## config.mk

```make
export PLATFORM = sky130hd
export DESIGN_NAME = pt_dma
export DESIGN_NICKNAME = d
export VERILOG_FILES = /design/src/rtl/pt_dma_pkg.sv /design/src/rtl/pt_dma_regs.sv /design/src/rtl/pt_dma_xlate.sv /design/src/rtl/pt_dma_ctrl.sv /design/src/rtl/pt_dma.sv
export SDC_FILE = /design/constraint.sdc
export NUM_CORES = 1
export LEC_CHECK = 0
export BUFFER_PORTS_ARGS = -buffer_cell sky130_fd_sc_hd__buf_2
export CAP_MARGIN = 20
export CORE_MARGIN = 5
export CORE_UTILIZATION = 50
export DETAILED_ROUTE_END_ITERATION = 6
export PLACE_DENSITY_LB_ADDON = 0.25
export SYNTH_ARGS = -nofsm -noshare
export SYNTH_HDL_FRONTEND = slang
export SYNTH_SLANG_ARGS = --single-unit
```

## constraint.sdc

```tcl
create_clock -name clk_i -period 2.4 [get_ports clk_i]
set_input_delay 0.12 -clock clk_i [delete_from_list [all_inputs] [get_ports clk_i]]
set_output_delay 0.12 -clock clk_i [all_outputs]
set_load 0.01 [all_outputs]
```

## src/rtl/pt_dma_pkg.sv

```systemverilog
package pt_dma_pkg;
  typedef enum logic [2:0] {
    ST_IDLE, ST_CHECK, ST_FETCH, ST_RD, ST_PUSH, ST_GET, ST_WR, ST_DONE
  } dma_st_e;

  localparam logic [5:0] OFF_MODE  = 6'h00;
  localparam logic [5:0] OFF_EN    = 6'h08;
  localparam logic [5:0] OFF_CNT   = 6'h10;
  localparam logic [5:0] OFF_ADDR  = 6'h18;
  localparam logic [5:0] OFF_TBASE = 6'h20;
  localparam logic [5:0] OFF_TLIM  = 6'h28;

  localparam int EN_RUN_BIT   = 0;
  localparam int EN_WRITE_BIT = 1;
endpackage

```

## src/rtl/pt_dma_regs.sv

```systemverilog
module pt_dma_regs
  import pt_dma_pkg::*;
#(
  parameter int DW = 32
) (
  input  logic          clk_i,
  input  logic          rst_ni,
  input  logic          wr_i,
  input  logic [5:0]    addr_i,
  input  logic [DW-1:0] wdata_i,
  output logic [DW-1:0] rdata_o,
  input  logic          clr_count_i,
  output logic          run_o,
  output logic          write_o,
  output logic [DW-1:0] count_o,
  output logic [DW-1:0] start_o,
  output logic [DW-1:0] tbase_o
);
  logic [DW-1:0] mode_q, en_q, cnt_q, addr_q, tbase_q, tlim_q;

  always_ff @(posedge clk_i or negedge rst_ni) begin
    if (!rst_ni) begin
      mode_q  <= '0;
      en_q    <= '0;
      cnt_q   <= '0;
      addr_q  <= '0;
      tbase_q <= '0;
      tlim_q  <= '0;
    end else begin
      if (wr_i) begin
        unique case (addr_i)
          OFF_MODE:  mode_q  <= wdata_i;
          OFF_EN:    en_q    <= wdata_i;
          OFF_CNT:   cnt_q   <= wdata_i;
          OFF_ADDR:  addr_q  <= wdata_i;
          OFF_TBASE: tbase_q <= wdata_i;
          OFF_TLIM:  tlim_q  <= wdata_i;
          default: ;
        endcase
      end
      // completion wins over a same-cycle write
      if (clr_count_i) cnt_q <= '0;
    end
  end

  always_comb begin
    unique case (addr_i)
      OFF_MODE:  rdata_o = mode_q;
      OFF_EN:    rdata_o = en_q;
      OFF_CNT:   rdata_o = cnt_q;
      OFF_ADDR:  rdata_o = addr_q;
      OFF_TBASE: rdata_o = tbase_q;
      OFF_TLIM:  rdata_o = tlim_q;
      default:   rdata_o = '0;
    endcase
  end

  assign run_o   = en_q[EN_RUN_BIT];
  assign write_o = en_q[EN_WRITE_BIT];
  assign count_o = cnt_q;
  assign start_o = addr_q;
  assign tbase_o = tbase_q;


  count_clr_chk: assert property (@(posedge clk_i) disable iff (!rst_ni)
    clr_count_i |=> cnt_q == '0);
endmodule

```

## src/rtl/pt_dma_xlate.sv

```systemverilog
module pt_dma_xlate #(
  parameter int AW        = 32,
  parameter int PAGE_BITS = 12,
  localparam int WB       = AW / 8,
  localparam int IDX_W    = $clog2(WB)
) (
  input  logic             clk_i,
  input  logic             rst_ni,
  input  logic             inval_i,
  input  logic             cap_i,
  input  logic [IDX_W-1:0] idx_i,
  input  logic [7:0]       byte_i,
  input  logic             big_endian_i,
  input  logic [AW-1:0]    laddr_i,
  output logic             hit_o,
  output logic [AW-1:0]    paddr_o
);
  localparam int TAG_W = AW - PAGE_BITS;

  logic [7:0]       ent_q [WB];
  logic [TAG_W-1:0] tag_q;
  logic             vld_q;
  logic [AW-1:0]    word;
  logic             last;

  assign last = cap_i && (idx_i == IDX_W'(WB - 1));

  always_ff @(posedge clk_i or negedge rst_ni) begin
    if (!rst_ni) begin
      for (int i = 0; i < WB; i++) ent_q[i] <= '0;
      tag_q <= '0;
      vld_q <= 1'b0;
    end else begin
      if (cap_i) ent_q[idx_i] <= byte_i;
      if (inval_i) vld_q <= 1'b0;
      else if (last) begin
        vld_q <= 1'b1;
        tag_q <= laddr_i[AW-1:PAGE_BITS];
      end
    end
  end

  always_comb begin
    for (int i = 0; i < WB; i++)
      word[8*i +: 8] = big_endian_i ? ent_q[WB-1-i] : ent_q[i];
  end

  assign hit_o   = vld_q && (tag_q == laddr_i[AW-1:PAGE_BITS]);
  assign paddr_o = {word[AW-1:PAGE_BITS], laddr_i[PAGE_BITS-1:0]};


  commit_hit_chk: assert property (@(posedge clk_i) disable iff (!rst_ni)
    last && !inval_i |=> hit_o);
endmodule

```

## src/rtl/pt_dma_ctrl.sv

```systemverilog
module pt_dma_ctrl
  import pt_dma_pkg::*;
#(
  parameter int AW          = 32,
  parameter int LW          = 16,
  parameter int PAGE_BITS   = 12,
  parameter int ENTRY_BYTES = 8,
  localparam int WB         = AW / 8,
  localparam int IDX_W      = $clog2(WB),
  localparam int ENT_SH     = $clog2(ENTRY_BYTES)
) (
  input  logic             clk_i,
  input  logic             rst_ni,
  input  logic             run_i,
  input  logic             write_i,
  input  logic [AW-1:0]    count_i,
  input  logic [AW-1:0]    start_i,
  input  logic [AW-1:0]    tbase_i,
  input  logic             dev_req_i,
  input  logic             dev_to_mem_i,
  input  logic [LW-1:0]    dev_len_i,
  output logic             dev_reject_o,
  output logic             done_o,
  input  logic [7:0]       dev_wdata_i,
  input  logic             dev_wvalid_i,
  output logic             dev_wready_o,
  output logic [7:0]       dev_rdata_o,
  output logic             dev_rvalid_o,
  input  logic             dev_rready_i,
  output logic             mem_valid_o,
  output logic             mem_we_o,
  output logic [AW-1:0]    mem_addr_o,
  output logic [7:0]       mem_wdata_o,
  input  logic             mem_ready_i,
  input  logic [7:0]       mem_rdata_i,
  output logic             inval_o,
  output logic             cap_o,
  output logic [IDX_W-1:0] idx_o,
  output logic [AW-1:0]    cur_o,
  input  logic             hit_i,
  input  logic [AW-1:0]    paddr_i
);
  dma_st_e st_q, st_d;
  logic [AW-1:0]    cur_q, lim_q, moved_q, tbl_addr;
  logic [LW-1:0]    rem_q;
  logic             dir_rd_q;
  logic [IDX_W-1:0] idx_q;
  logic [7:0]       buf_q;
  logic             req_ok, start, advance, idx_last;

  assign req_ok       = (st_q == ST_IDLE) && dev_req_i && run_i;
  assign start        = req_ok && (dev_to_mem_i != write_i);
  assign dev_reject_o = req_ok && (dev_to_mem_i == write_i);
  assign idx_last     = idx_q == IDX_W'(WB - 1);

  assign tbl_addr    = tbase_i + ((cur_q >> PAGE_BITS) << ENT_SH) + AW'(idx_q);
  assign mem_valid_o = st_q inside {ST_FETCH, ST_RD, ST_WR};
  assign mem_we_o    = st_q == ST_WR;
  assign mem_addr_o  = (st_q == ST_FETCH) ? tbl_addr : paddr_i;
  assign mem_wdata_o = buf_q;
  assign dev_rvalid_o = st_q == ST_PUSH;
  assign dev_rdata_o  = buf_q;
  assign dev_wready_o = st_q == ST_GET;
  assign done_o       = st_q == ST_DONE;
  assign advance = (st_q == ST_PUSH && dev_rready_i) || (st_q == ST_WR && mem_ready_i);
  assign inval_o = start;
  assign cap_o   = st_q == ST_FETCH && mem_ready_i;
  assign idx_o   = idx_q;
  assign cur_o   = cur_q;

  always_comb begin
    st_d = st_q;
    unique case (st_q)
      ST_IDLE:  if (start) st_d = ST_CHECK;
      ST_CHECK: begin
        if (moved_q >= lim_q || rem_q == '0) st_d = ST_DONE;
        else if (!hit_i)                     st_d = ST_FETCH;
        else                                 st_d = dir_rd_q ? ST_RD : ST_GET;
      end
      ST_FETCH: if (mem_ready_i && idx_last) st_d = ST_CHECK;
      ST_RD:    if (mem_ready_i)  st_d = ST_PUSH;
      ST_PUSH:  if (dev_rready_i) st_d = ST_CHECK;
      ST_GET:   if (dev_wvalid_i) st_d = ST_WR;
      ST_WR:    if (mem_ready_i)  st_d = ST_CHECK;
      ST_DONE:  st_d = ST_IDLE;
      default:  st_d = ST_IDLE;
    endcase
  end

  always_ff @(posedge clk_i or negedge rst_ni) begin
    if (!rst_ni) begin
      st_q     <= ST_IDLE;
      cur_q    <= '0;
      lim_q    <= '0;
      moved_q  <= '0;
      rem_q    <= '0;
      dir_rd_q <= 1'b0;
      idx_q    <= '0;
      buf_q    <= '0;
    end else begin
      st_q <= st_d;
      if (start) begin
        cur_q    <= start_i;
        lim_q    <= count_i;
        moved_q  <= '0;
        rem_q    <= dev_len_i;
        dir_rd_q <= write_i;
        idx_q    <= '0;
      end
      if (cap_o) idx_q <= idx_last ? '0 : idx_q + 1'b1;
      if (st_q == ST_RD && mem_ready_i)  buf_q <= mem_rdata_i;
      if (st_q == ST_GET && dev_wvalid_i) buf_q <= dev_wdata_i;
      if (advance) begin
        cur_q   <= cur_q + 1'b1;
        moved_q <= moved_q + 1'b1;
        rem_q   <= rem_q - 1'b1;
      end
    end
  end


  reject_idle_chk: assert property (@(posedge clk_i) disable iff (!rst_ni)
    dev_reject_o |=> st_q == ST_IDLE);

  idle_norun_chk: assert property (@(posedge clk_i) disable iff (!rst_ni)
    st_q == ST_IDLE && !run_i |=> st_q == ST_IDLE);

  done_pulse_chk: assert property (@(posedge clk_i) disable iff (!rst_ni)
    done_o |=> !done_o);

  mem_hold_chk: assert property (@(posedge clk_i) disable iff (!rst_ni)
    mem_valid_o && !mem_ready_i |=> mem_valid_o && $stable(mem_addr_o)
      && $stable(mem_we_o) && $stable(mem_wdata_o));

  dev_hold_chk: assert property (@(posedge clk_i) disable iff (!rst_ni)
    dev_rvalid_o && !dev_rready_i |=> dev_rvalid_o && $stable(dev_rdata_o));
endmodule

```

## src/rtl/pt_dma.sv

```systemverilog
module pt_dma #(
  parameter int AW          = 32,
  parameter int LW          = 16,
  parameter int PAGE_BITS   = 12,
  parameter int ENTRY_BYTES = 8
) (
  input  logic          clk_i,
  input  logic          rst_ni,
  input  logic          big_endian_i,
  input  logic          reg_wr_i,
  input  logic [5:0]    reg_addr_i,
  input  logic [AW-1:0] reg_wdata_i,
  output logic [AW-1:0] reg_rdata_o,
  input  logic          dev_req_i,
  input  logic          dev_to_mem_i,
  input  logic [LW-1:0] dev_len_i,
  output logic          dev_reject_o,
  output logic          done_o,
  input  logic [7:0]    dev_wdata_i,
  input  logic          dev_wvalid_i,
  output logic          dev_wready_o,
  output logic [7:0]    dev_rdata_o,
  output logic          dev_rvalid_o,
  input  logic          dev_rready_i,
  output logic          mem_valid_o,
  output logic          mem_we_o,
  output logic [AW-1:0] mem_addr_o,
  output logic [7:0]    mem_wdata_o,
  input  logic          mem_ready_i,
  input  logic [7:0]    mem_rdata_i
);
  localparam int IDX_W = $clog2(AW / 8);

  logic             run, wr_dir, clr_count, inval, cap, hit;
  logic [AW-1:0]    count, start, tbase, cur, paddr;
  logic [IDX_W-1:0] idx;

  pt_dma_regs #(.DW(AW)) u_regs (
    .clk_i, .rst_ni,
    .wr_i(reg_wr_i), .addr_i(reg_addr_i), .wdata_i(reg_wdata_i), .rdata_o(reg_rdata_o),
    .clr_count_i(clr_count),
    .run_o(run), .write_o(wr_dir), .count_o(count), .start_o(start), .tbase_o(tbase)
  );

  pt_dma_xlate #(.AW(AW), .PAGE_BITS(PAGE_BITS)) u_xlate (
    .clk_i, .rst_ni,
    .inval_i(inval), .cap_i(cap), .idx_i(idx), .byte_i(mem_rdata_i),
    .big_endian_i, .laddr_i(cur), .hit_o(hit), .paddr_o(paddr)
  );

  pt_dma_ctrl #(.AW(AW), .LW(LW), .PAGE_BITS(PAGE_BITS), .ENTRY_BYTES(ENTRY_BYTES)) u_ctrl (
    .clk_i, .rst_ni,
    .run_i(run), .write_i(wr_dir), .count_i(count), .start_i(start), .tbase_i(tbase),
    .dev_req_i, .dev_to_mem_i, .dev_len_i, .dev_reject_o, .done_o,
    .dev_wdata_i, .dev_wvalid_i, .dev_wready_o,
    .dev_rdata_o, .dev_rvalid_o, .dev_rready_i,
    .mem_valid_o, .mem_we_o, .mem_addr_o, .mem_wdata_o, .mem_ready_i, .mem_rdata_i,
    .inval_o(inval), .cap_o(cap), .idx_o(idx), .cur_o(cur), .hit_i(hit), .paddr_i(paddr)
  );

  assign clr_count = done_o;
endmodule

```

* Word-level counts from Yosys, hierarchy flattened *
Cells that the tools add are included.

word-level totals
  logic and storage cells = 120
  memories kept = 0
  bits in writable memories = 0
  latch bits = 0
  ROM bits = 0
  bits in registers = 371

operators by class
  add/sub/neg operators = 6
  div/mod/pow operators = 0
  multiplexer cells = 34
  multipliers = 0
  magnitude comparators = 3
  shift operators = 0
  reduce and logical (&&, ||, !) cells = 33
  eq/ne operators = 22
  bitwise logic cells = 2

operators by type and width
  cell                                                                   number
  32-bit two-way mux                                                     8
  32-bit one-hot mux with 6 select lines                                 1
  32-bit by 1-bit adder with 32-bit output, second input constant        2
  8-bit two-way mux                                                      6
  32-bit by 2-bit adder with 32-bit output                               1
  32-bit by 23-bit adder with 32-bit output                              1
  32-bit bitwise mux                                                     1
  32-bit greater-or-equal comparator                                     1
  16-bit two-way mux                                                     2
  3-bit two-way mux                                                      9
  3-bit one-hot mux with 8 select lines                                  1
  20-bit equality test                                                   1
  8-bit demux with 2-bit select                                          1
  16-bit logical NOT                                                     1
  16-bit by 1-bit subtractor with 16-bit output, second input constant   1
  2-bit AND reduction                                                    7
  1-bit logical AND                                                      13
  3-bit equality test, second input constant                             4
  6-bit by 5-bit equality test with 1-bit output, second input constant  2
  6-bit equality test, second input constant                             2
  2-bit nonzero test                                                     6
  2-bit inequality test, second input constant                           4
  3-bit by 2-bit equality test with 1-bit output, second input constant  2
  6-bit by 4-bit equality test with 1-bit output, second input constant  1
  other kinds (17)                                                       22

* Longest topological paths before layout *
Gate-level depths: netlist of the first run.

  word-level depth = 6
  depth in mapped cells = 10
  mapped depth without buffers = 10

* Modules after synthesis *
Synthesis of the first run repeated with hierarchy kept, for this count alone.

second synthesis, totals
  cells, all modules = 1779
  area total of the unflattened synthesis = 19572.5 um^2

by module, submodules not included
  module        area each (um^2)  cells an instance  instances  seq. area each (um^2)
  pt_dma_ctrl   8528.2            1013               1          3153.0
  pt_dma_regs   8434.3            591                1          4804.6
  pt_dma_xlate  2610.0            175                1          1326.3

* Worst setup path before layout of the first run *
No wires, ideal clock.

  path type = register to output
  start point = register u_ctrl.idx_q[0] (netlist: u_ctrl.idx_o[0])
  end point = output port mem_addr_o[24]
  arrival = 2397 ps
  slack = -117 ps
  path buffers = 0
  stages on the path, launching flop included = 11
  cell sequence = dfrtp_1 ha_1 inv_1 fa_1 and3b_1 o221a_2 nand2_1 a41oi_2 a211oi_2 o21a_1 o31a_1

between the ends
  cells in the longest elaborated chain, start to end = 2

RTL lines
  what                                      RTL line            text
  from (decl)                               pt_dma_ctrl.sv:47   logic [IDX_W-1:0] idx_q;
  from (signal assigned)                    pt_dma_ctrl.sv:110  if (cap_o) idx_q <= idx_last ? '0 : idx_q + 1'b1;
  32-bit by 2-bit adder with 32-bit output  pt_dma_ctrl.sv:56   assign tbl_addr = tbase_i + ((cur_q >> PAGE_BITS) << ENT_SH) + AW'(idx_q);
  32-bit two-way mux                        pt_dma_ctrl.sv:59   assign mem_addr_o = (st_q == ST_FETCH) ? tbl_addr : paddr_i;
  to (decl)                                 pt_dma.sv:27        output logic [AW-1:0] mem_addr_o,

Every way passes these cells.

* Worst setup path in the final report of the first run *
  start point = register u_regs.tbase_q[0] (netlist: u_regs.tbase_o[0])
  end point = output port mem_addr_o[20]

between the ends
  cells in the longest elaborated chain, start to end = 3

RTL lines
  what                                       RTL line           text
  from (decl)                                pt_dma_regs.sv:19  logic [DW-1:0] mode_q, en_q, cnt_q, addr_q, tbase_q, tlim_q;
  from (signal assigned)                     pt_dma_regs.sv:36  OFF_TBASE: tbase_q <= wdata_i;
  32-bit by 23-bit adder with 32-bit output  pt_dma_ctrl.sv:56
  32-bit by 2-bit adder with 32-bit output   pt_dma_ctrl.sv:56
  32-bit two-way mux                         pt_dma_ctrl.sv:59

Every way passes these cells.

==> flow_metrics.env, run 1 <==
export IMPL_finalMaxSlewViolations=0
export IMPL_antenna_found_initial=2
export IMPL_async_reset_ff_frac=1.00
export IMPL_netlist_area_leader_share=0.479
export IMPL_gr_usage_met3=0.0447
export IMPL_syn_inst=1831
export IMPL_die_width_um=207
export IMPL_drv_cap=0
export IMPL_syn_to_final_growth_pct=27.4
export IMPL_critPathLaunchType="flip-flop"
export IMPL_start_util=0.503
export IMPL_drt_iter0_drc=1409
export IMPL_dp_cells=2570
export IMPL_ff_latch_area_um2=9290
export IMPL_n_fill_cell=3029
export IMPL_swShare=0.335
export IMPL_busiest_layer="met2"
export IMPL_synthesis_area_um2=19400
export IMPL_die_area_um2=42800
export IMPL_synth_edf_count=0
export IMPL_use_met2=0.433
export IMPL_multi_input_area_um2=10100
export IMPL_overflow=0
export IMPL_fin_crit_sh=1.29
export IMPL_first_pass_iters=7
export IMPL_yosysWarnings=0
export IMPL_arrival_ns=2.98
export IMPL_drc=0
export IMPL_p_comb_frac=0.310
export IMPL_num_nets_final=2325
export IMPL_core_area_um2=38600
export IMPL_postRouteAntennaNets=0
export IMPL_violations="setup timing"
export IMPL_clk_pin_slew_ns=0.06
export IMPL_synth_area_leaders="dfrtp_1, mux2_2, nand2_1, ha_1, o21ai_0"
export IMPL_end_kind="output port"
export IMPL_seq_area_frac_synth=0.479
export IMPL_synth_most_common_cell="dfrtp_1"
export IMPL_crit_path_max_fanout=2
export IMPL_clockBufferDepth=3
export IMPL_cts_sinks=371
export IMPL_stdcell_count=2731
export IMPL_pwr_share_seq=0.405
export IMPL_vdd_drop_max_mv=0.498
export IMPL_drive_above_1_share=0.328
export IMPL_wire_per_inst_um=21.8
export IMPL_period_needed_ns=3.10
export IMPL_grt_pass1_wl_um=92700
export IMPL_path_class="flip-flop to output port"
export IMPL_port_buffers=164
export IMPL_rsz0062_at_grt="true"
export IMPL_cts_tree="done"
export IMPL_dp_hpwl_um=41400
export IMPL_ys_flop_type="dfrtp_1"
export IMPL_worst_ep_required_time_ns=2.28
export IMPL_clockPowerShare=0.285
export IMPL_power_density_nw_per_um2=868
export IMPL_fin_area_um2=24700
export IMPL_hold_viol_final=0
export IMPL_via_count=16400
export IMPL_syn_nets=1972
export IMPL_avgViaCountPerCell=6.00
export IMPL_finalWeightedCongestion=0.957
export IMPL_grt_usage=0.275
export IMPL_synth_common_cells="dfrtp_1, nand2_1, mux2_2, o21ai_0, ha_1"
export IMPL_tightest_slew_ns=0.648
export IMPL_p_switching_mw=7.18
export IMPL_setup_viol=27
export IMPL_met1_usage=0.401
export IMPL_setup_tns_ns=-13.31
export IMPL_finClkSkew_ns=0.0122
export IMPL_numCtsBuffers=42
export IMPL_grt_max_degree=70
export IMPL_synth_avg_cell_area_um2=10.6
export IMPL_wl_um=59400
export IMPL_relSlewSlack=0.568
export IMPL_cts_max_level=2
export IMPL_rows=72
export IMPL_max_freq_mhz=323
export IMPL_hp_class="input pin to flip-flop"
export IMPL_synth_seq_cells=371
export IMPL_io_pins=165
export IMPL_worst_slack_ns=-0.699
export IMPL_synth_largest_area_cell="dfrtp_1"
export IMPL_clockRootBuffer="clkbuf_16"
export IMPL_p_int_mw=14.3
export IMPL_p_leak_nw=11.7
export IMPL_ys_types=75
export IMPL_place_area_um2=21800
export IMPL_first_global_vias=16400
export IMPL_clock_latency_ns=0.56
export IMPL_die_h_um=207
export IMPL_outcome="finished with violations"
per-layer routing:
metal	vias up	part of all wire
li1	7425	-
met2	568	0.47
met3	97	0.063
met5	-	0
met1	8294	0.45
met4	0	0.022
cell usage in the layout, fill, tap and decap left out, drive strengths merged, types with 4 or more instances in the layout:
cell type    count
nand4           26
buf            345
o21ai          114
a22oi           42
clkinv           4
o31ai            9
o22ai            5
mux2i           31
nor3            22
nor4            12
nor2            60
nor2b           12
dfrtp          371
nand2          240
ha              61
a21o            11
a22o            52
o311ai          18
a31oi           31
o211ai          21
and2             6
mux2           227
nand2b          10
a211oi          31
a21oi           56
nor3b            5
inv             55
and4             5
a221o           12
o21a             8
nand3           46
xor2            31
dlygate4sd3     75
clkbuf          65
a221oi          16
or3             11
xnor2           16
and3            15
timing repair:
action / in CTS / in global routing
setup buffers: 11 / 8
setup endpoints to repair: 32 / 38
gates resized for setup: 97 / 55
endpoints found under the hold margin: 310 / 0
pin swaps: 41 / 37
hold buffers: 75 / 0
sequential cells by signal, summed over array words and instances, names as in the netlist, 2 cells and up:
| name | count |
|---|---|
| u_xlate.tag_q | 20 |
| u_regs.en_q | 32 |
| u_ctrl.idx_o | 2 |
| u_regs.tbase_o | 32 |
| u_ctrl.moved_q | 32 |
| u_ctrl.cur_o | 32 |
| u_ctrl.lim_q | 32 |
| u_ctrl.st_q | 3 |
| u_regs.mode_q | 32 |
| u_ctrl.rem_q | 16 |
| u_regs.start_o | 32 |
| u_regs.tlim_q | 32 |
| u_ctrl.dev_rdata_o | 8 |
| u_regs.count_o | 32 |
| u_xlate.ent_q | 32 |
cell families (layout without fill, tap and decap cells):
group / Yosys count / in the layout / synth area share
compound gates: 449 / 449 / 0.160
xor+xnor: 47 / 47 / 0.0212
fa+ha+maj: 62 / 62 / 0.0404
buf+inv: 165 / 546 / 0.0363
flops: 371 / 371 / 0.479
mux: 258 / 258 / 0.148
other cells: 0 / 1 / 0
simple gates: 479 / 479 / 0.116
per-stage QoR:
stage	utilization	setup WS, ns	hold slack [ns]	power (mW)
2_1_floorplan	-	-0.0129	-0.176	12.1
3_3_place_gp	0.566	-0.178	0.129	14.5
3_5_place_dp	0.566	-0.233	0.134	14.7
4_1_cts	0.632	-0.663	0.0136	21.3
5_1_grt	0.641	-0.790	0.0644	22.6
6_report	0.641	-0.699	0.0343	21.5
worst paths after layout:
check	startpoint	end	slack, ns	cells past startpoint
max	u_regs.tbase_o[0]	mem_addr_o[20]	-0.70	13
min	mem_ready_i	u_ctrl.idx_o[0]	0.03	3
max reg2reg	u_ctrl.rem_q[0]	u_ctrl.st_q[0]	0.10	11
min reg2reg	u_ctrl.lim_q[0]	u_ctrl.lim_q[0]	0.49	2
max in group asynchronous	rst_ni	u_xlate.ent_q[18]	1.46	3
min in group asynchronous	rst_ni	u_ctrl.moved_q[0]	0.13	2
final cells by class:
cell class / instances / share of cell area
timing repair buffer: 420 / 0.128
multi-input combinational: 1295 / 0.409
antenna: 1 / 0.000101
inverter: 54 / 0.00820
sequential: 371 / 0.376
clock inverter: 7 / 0.00284
clock buffer: 65 / 0.0497
tap: 518 / 0.0262
power groups by stage:
stage | Sequential (mW) | Clock (mW) | Combinational [mW]
after floorplan | 8.44 | 0 | 3.67
after global placement | 8.61 | 0 | 5.91
after detailed placement | 8.70 | 0 | 6.05
after CTS | 8.63 | 6.21 | 6.41
after global routing | 8.83 | 6.50 | 7.28
final | 8.69 | 6.12 | 6.64
worst max-delay path, stage by stage, from the launching register on:
cell	delay, ns
dfrtp_1	0.36
ha_2	0.20
inv_2	0.04
fa_2	0.33
and3b_2	0.27
o221a_4	0.22
nand2_4	0.07
a41oi_4	0.22
buf_6	0.15
buf_6	0.10
xor2_1	0.14
nand2_1	0.07
o21ai_1	0.09
buf_2	0.15
Note: power is estimated with default switching activity, not from simulation.
==> run 2, diff against run 1 <==
--- a/config.mk
+++ b/config.mk
@@ -7,8 +7,11 @@
 export LEC_CHECK = 0
 export BUFFER_PORTS_ARGS = -buffer_cell sky130_fd_sc_hd__buf_2
 export CAP_MARGIN = 20
+export CELL_PAD_IN_SITES_DETAIL_PLACEMENT = 1
+export CELL_PAD_IN_SITES_GLOBAL_PLACEMENT = 2
 export CORE_MARGIN = 5
-export CORE_UTILIZATION = 50
+export CORE_UTILIZATION = 36
+export CTS_BUF_LIST = sky130_fd_sc_hd__clkbuf_16
 export DETAILED_ROUTE_END_ITERATION = 6
 export PLACE_DENSITY_LB_ADDON = 0.25
 export SYNTH_ARGS = -nofsm -noshare
==> flow_metrics.env, run 2 (same netlist as run 1, synthesis figures left out) <==
export IMPL_die_h_um=242
export IMPL_start_util=0.362
export IMPL_tightest_slew_ns=0.642
export IMPL_grt_max_degree=68
export IMPL_outcome="finished with violations"
export IMPL_cts_tree="done"
export IMPL_drt_iter0_drc=1075
export IMPL_setup_viol=27
export IMPL_wl_um=70000
export IMPL_drive_above_1_share=0.343
export IMPL_relSlewSlack=0.570
export IMPL_die_width_um=242
export IMPL_slowest_stage="a211oi_4"
export IMPL_port_buffers=164
export IMPL_final_cell_mix="dfrtp_1, nand2_1, mux2_2"
export IMPL_die_area_um2=58600
export IMPL_worst_ep_required_time_ns=2.28
export IMPL_n_fill_cell=5870
export IMPL_worst_slack_ns=-0.793
export IMPL_syn_to_final_growth_pct=31.3
export IMPL_fin_crit_sh=1.33
export IMPL_vdd_drop_max_mv=0.549
export IMPL_r2r_start="u_ctrl.moved_q[30]"
export IMPL_r2r_end="u_ctrl.st_q[0]"
export IMPL_num_nets_final=2378
export IMPL_violations="setup timing"
export IMPL_cts_sinks=371
export IMPL_finClkSkew_ns=0.0340
export IMPL_grt_pass1_wl_um=108000
export IMPL_numCtsBuffers=45
export IMPL_critPathLaunchType="flip-flop"
export IMPL_place_ws_ns=-0.307
export IMPL_period_needed_ns=3.19
export IMPL_critPathMaxStageDelay_ns=0.39
export IMPL_crit_path_max_fanout=6
export IMPL_setup_tns_ns=-14.51
export IMPL_drc=0
export IMPL_cp_cell_sequence="ha_2 > inv_2 > fa_2 > and3b_2 > o221a_4 > nand2_4 > a41oi_4 > a211oi_4 > nor3_1 > o31a_1 > buf_2"
export IMPL_io_pins=165
export IMPL_finalMaxSlewViolations=0
export IMPL_clockRootBuffer="clkbuf_16"
export IMPL_first_pass_iters=6
export IMPL_antenna_found_initial=2
export IMPL_fin_area_um2=25500
export IMPL_wire_per_inst_um=23.5
export IMPL_end_kind="output port"
export IMPL_first_global_vias=17600
export IMPL_drv_cap=0
export IMPL_post_route_util=0.475
export IMPL_rsz0062_at_grt="true"
export IMPL_path_class="flip-flop to output port"
export IMPL_finalWeightedCongestion=0.868
export IMPL_rows=85
export IMPL_p_leak_nw=12.1
export IMPL_overflow=0
export IMPL_worst_r2r_cell_count=11
export IMPL_final_common_cell="dfrtp_1"
export IMPL_arrival_ns=3.07
export IMPL_core_area_um2=53600
export IMPL_grt_usage=0.232
export IMPL_dp_hpwl_um=50600
export IMPL_postRouteAntennaNets=0
export IMPL_critPathTopFamily="compound AO/OA/AOI/OAI gates"
export IMPL_via_count=16700
export IMPL_avgViaCountPerCell=5.61
export IMPL_cts_max_level=2
export IMPL_hold_viol_final=0
export IMPL_max_freq_mhz=313
export IMPL_path_buf_inv=2
export IMPL_power_density_nw_per_um2=875
export IMPL_place_area_um2=22500
export IMPL_hp_class="input pin to asynchronous set/reset pin"
export IMPL_reg2reg_slack_ns=0.08
export IMPL_clk_pin_slew_ns=0.06
export IMPL_clockBufferDepth=3
export IMPL_clock_latency_ns=0.60
==> run 2: changes by cell type in the layout (fill, tap and decap cells not counted), sizes merged <==
| cell | previous run | this run |
|---|---|---|
| clkinvlp | 1 | 0 |
| dlygate4sd3 | 75 | 77 |
| clkinv | 4 | 16 |
| buf | 345 | 393 |
| inv | 55 | 74 |
| diode | 1 | 2 |
| clkbuf | 65 | 46 |
| bufinv | 1 | 2 |
==> run 2: worst reg2reg max path, cell delays in order (launching register included) <==
cell	delay, ns
dfrtp_1	0.40
ha_1	0.34
nand3_2	0.10
nor3_2	0.06
and4_2	0.26
a22oi_1	0.18
buf_4	0.14
nand4b_1	0.09
buf_4	0.16
a211oi_2	0.19
buf_4	0.17
a41oi_1	0.10
==> run 2: worst max-delay path by stage <==
stage / slack [ns] / startpoint / to / cells past startpoint
2_1_floorplan: -0.01 / u_ctrl.idx_o[0] / mem_addr_o[24] / 10
3_3_place_gp: -0.22 / u_regs.tbase_o[0] / mem_addr_o[24] / 11
3_5_place_dp: -0.31 / u_regs.tbase_o[5] / mem_addr_o[28] / 9
4_1_cts: -0.76 / u_regs.tbase_o[0] / mem_addr_o[28] / 11
5_1_grt: -0.87 / u_regs.tbase_o[0] / mem_addr_o[28] / 11
6_report: -0.79 / u_regs.tbase_o[0] / mem_addr_o[28] / 11
==> run 2: through the flow <==
stage | hold slack (ns) | instances | power (mW)
after floorplan | -0.176 | 1831 | 12.1
after global placement | 0.139 | 2796 | 15.0
after detailed placement | 0.140 | 2796 | 15.3
after CTS | 0.0908 | 2962 | 22.2
after global routing | 0.134 | 2970 | 23.6
final | 0.0661 | 2972 | 22.3
==> run 2: final cells by class <==
cell class	count	area [µm²]	area share
tap	696	871	0.0342
clock inverter	38	229	0.00899
inverter	54	203	0.00796
antenna	2	5.00	0.000196
sequential	371	9290	0.365
clock buffer	46	1150	0.0452
timing repair buffer	470	3610	0.142
multi-input combinational	1295	10100	0.397
==> run 2: timing repair <==
action / CTS / global route
pin swaps: 20 / 37
setup endpoints to repair: 35 / 42
hold endpoints to repair: 447 / 0
hold buffers: 77 / 0
buffers inserted: 6 / 12
resized for setup: 76 / 83
==> run 2: metal layers <==
layer	global-route usage	wire [µm]
met2	0.365	31900
met4	0.0524	1340
met1	0.339	33100
met3	0.0373	3660
met5	0	0
==> run 2: report_power, final <==
part,switching (mW),total (mW),internal (mW)
Clock,2.78,6.46,3.68
Combinational,3.86,7.11,3.25
Sequential,1.09,8.71,7.63
Total,7.73,22.3,14.6
==> run 3, diff against run 2 <==
--- a/config.mk
+++ b/config.mk
@@ -10,10 +10,11 @@
 export CELL_PAD_IN_SITES_DETAIL_PLACEMENT = 1
 export CELL_PAD_IN_SITES_GLOBAL_PLACEMENT = 2
 export CORE_MARGIN = 5
-export CORE_UTILIZATION = 36
+export CORE_UTILIZATION = 40
 export CTS_BUF_LIST = sky130_fd_sc_hd__clkbuf_16
 export DETAILED_ROUTE_END_ITERATION = 6
 export PLACE_DENSITY_LB_ADDON = 0.25
+export SKIP_CTS_REPAIR_TIMING = 1
 export SYNTH_ARGS = -nofsm -noshare
 export SYNTH_HDL_FRONTEND = slang
 export SYNTH_SLANG_ARGS = --single-unit
==> constraint.sdc (replaced) <==
create_clock -name clk_i -period 3.1 [get_ports clk_i]
set_input_delay 0.155 -clock clk_i [delete_from_list [all_inputs] [get_ports clk_i]]
set_output_delay 0.155 -clock clk_i [all_outputs]
set_load 0.01 [all_outputs]
==> flow_metrics.env, run 3 (same netlist as run 1, synthesis figures left out) <==
export IMPL_overflow=0
export IMPL_path_class="flip-flop to output port"
export IMPL_violations="setup timing"
export IMPL_critPathLaunchType="flip-flop"
export IMPL_drive_above_1_share=0.267
export IMPL_clk_pin_slew_ns=0.06
export IMPL_dp_hpwl_um=46900
export IMPL_avgViaCountPerCell=5.88
export IMPL_n_fill_cell=5283
export IMPL_die_h_um=230
export IMPL_period_needed_ns=3.30
export IMPL_syn_to_final_growth_pct=20.8
export IMPL_finalMaxSlewViolations=0
export IMPL_power_density_nw_per_um2=691
export IMPL_setup_tns_ns=-1.46
export IMPL_die_area_um2=53000
export IMPL_clockBufferDepth=3
export IMPL_start_util=0.405
export IMPL_cts_max_level=2
export IMPL_critPathTopFamily="compound AO/OA/AOI/OAI gates"
export IMPL_fin_crit_sh=1.07
export IMPL_io_pins=165
export IMPL_slowest_stage="fa_2"
export IMPL_cp_cell_sequence="ha_2 > inv_2 > fa_2 > and3b_2 > o221a_4 > nand2_4 > a41oi_4 > buf_6 > nand3_2 > and3b_1 > o22ai_1 > buf_2"
export IMPL_wire_per_inst_um=24.4
export IMPL_rows=80
export IMPL_rsz0062_at_grt="true"
export IMPL_p_leak_nw=11.0
export IMPL_first_pass_iters=5
export IMPL_arrival_ns=3.15
export IMPL_numCtsBuffers=43
export IMPL_critPathMaxStageDelay_ns=0.38
export IMPL_antenna_found_initial=1
export IMPL_cts_tree="done"
export IMPL_clockRootBuffer="clkbuf_16"
export IMPL_worst_slack_ns=-0.203
export IMPL_via_count=16000
export IMPL_max_freq_mhz=303
export IMPL_outcome="finished with violations"
export IMPL_grt_max_degree=112
export IMPL_relSlewSlack=0.491
export IMPL_drt_iter0_drc=1099
export IMPL_grt_pass1_wl_um=102000
export IMPL_port_buffers=164
export IMPL_finalWeightedCongestion=0.884
export IMPL_drv_cap=0
export IMPL_core_area_um2=47800
export IMPL_tightest_slew_ns=0.764
export IMPL_end_kind="output port"
export IMPL_die_width_um=230
export IMPL_setup_viol=11
export IMPL_post_route_util=0.490
export IMPL_worst_ep_required_time_ns=2.94
export IMPL_vdd_drop_max_mv=0.545
export IMPL_drc=0
export IMPL_postRouteAntennaNets=0
export IMPL_final_cell_mix="dfrtp_1, nand2_1, mux2_2"
export IMPL_first_global_vias=16700
export IMPL_hold_viol_final=0
export IMPL_clock_latency_ns=0.58
export IMPL_path_buf_inv=3
export IMPL_cts_sinks=371
export IMPL_finClkSkew_ns=0.0164
export IMPL_wl_um=66300
export IMPL_final_common_cell="dfrtp_1"
export IMPL_num_nets_final=2220
export IMPL_crit_path_max_fanout=3
export IMPL_grt_usage=0.244
export IMPL_hp_class="input pin to flip-flop"
run 3: cell types whose count changed in the layout (fill, tap and decap cells not counted), sizes merged, moves of 2 or more:
cell / before / now
inv: 74 / 63
clkbuf: 46 / 44
buf: 393 / 239
dlygate4sd3: 77 / 75
clkinvlp: 0 / 2
run 3: path summary, 6_finish.rpt:
check                                  start  slack [ns]  depth (start not counted)                to
max                        u_regs.tbase_o[0]       -0.20                         12    mem_addr_o[22]
min                             dev_wvalid_i        0.06                          6    u_ctrl.st_q[0]
max reg2reg                  u_ctrl.cur_o[1]        0.41                          6  u_ctrl.cur_o[26]
min reg2reg                  u_ctrl.lim_q[0]        0.48                          2   u_ctrl.lim_q[0]
max in group asynchronous             rst_ni        2.04                          3  u_regs.tlim_q[4]
min in group asynchronous             rst_ni        0.19                          2   u_ctrl.rem_q[9]
run 3: where the power goes:
group	switching, mW	internal, mW
Combinational	2.66	2.00
Clock	2.08	2.64
Sequential	0.913	5.90
run 3: stage by stage:
| step | worst slack (ns) | total power, mW | area (µm²) | cells | hold slack [ns] |
|---|---|---|---|---|---|
| floorplan | 0.548 | 9.37 | 19400 | 1831 | -0.141 |
| global placement | 0.233 | 11.1 | 21200 | 2567 | 0.237 |
| detailed placement | 0.192 | 11.3 | 21200 | 2567 | 0.231 |
| CTS | -0.425 | 16.1 | 22400 | 2639 | -0.383 |
| global route | -0.297 | 17.1 | 23400 | 2722 | 0.0858 |
| finish | -0.203 | 16.2 | 23400 | 2722 | 0.0558 |
run 3: tightest hold or removal path, cell delays in order:
cell and delay, ns:
buf_2 0.11, o21ai_0 0.07, nand2_1 0.07, nand2_1 0.05
o21ai_0 0.07, a41oi_1 0.05
run 3: final cells by class:
type | instances | area [µm²] | area share
Antenna cell | 1 | 2.50 | 0.000107
Tap cell | 615 | 769 | 0.0328
Inverter | 54 | 203 | 0.00865
Sequential cell | 371 | 9290 | 0.396
Timing Repair Buffer | 314 | 2290 | 0.0977
Clock buffer | 44 | 1100 | 0.0470
Multi-Input combinational cell | 1295 | 9620 | 0.410
Clock inverter | 28 | 165 | 0.00705
run 3: routing by layer:
layer / up-vias / track usage / share of wire
met4: 0 / 0.0596 / 0.018
met5: - / 0 / 0
li1: 7234 / - / -
met2: 385 / 0.377 / 0.45
met1: 8304 / 0.359 / 0.47
met3: 81 / 0.0417 / 0.056
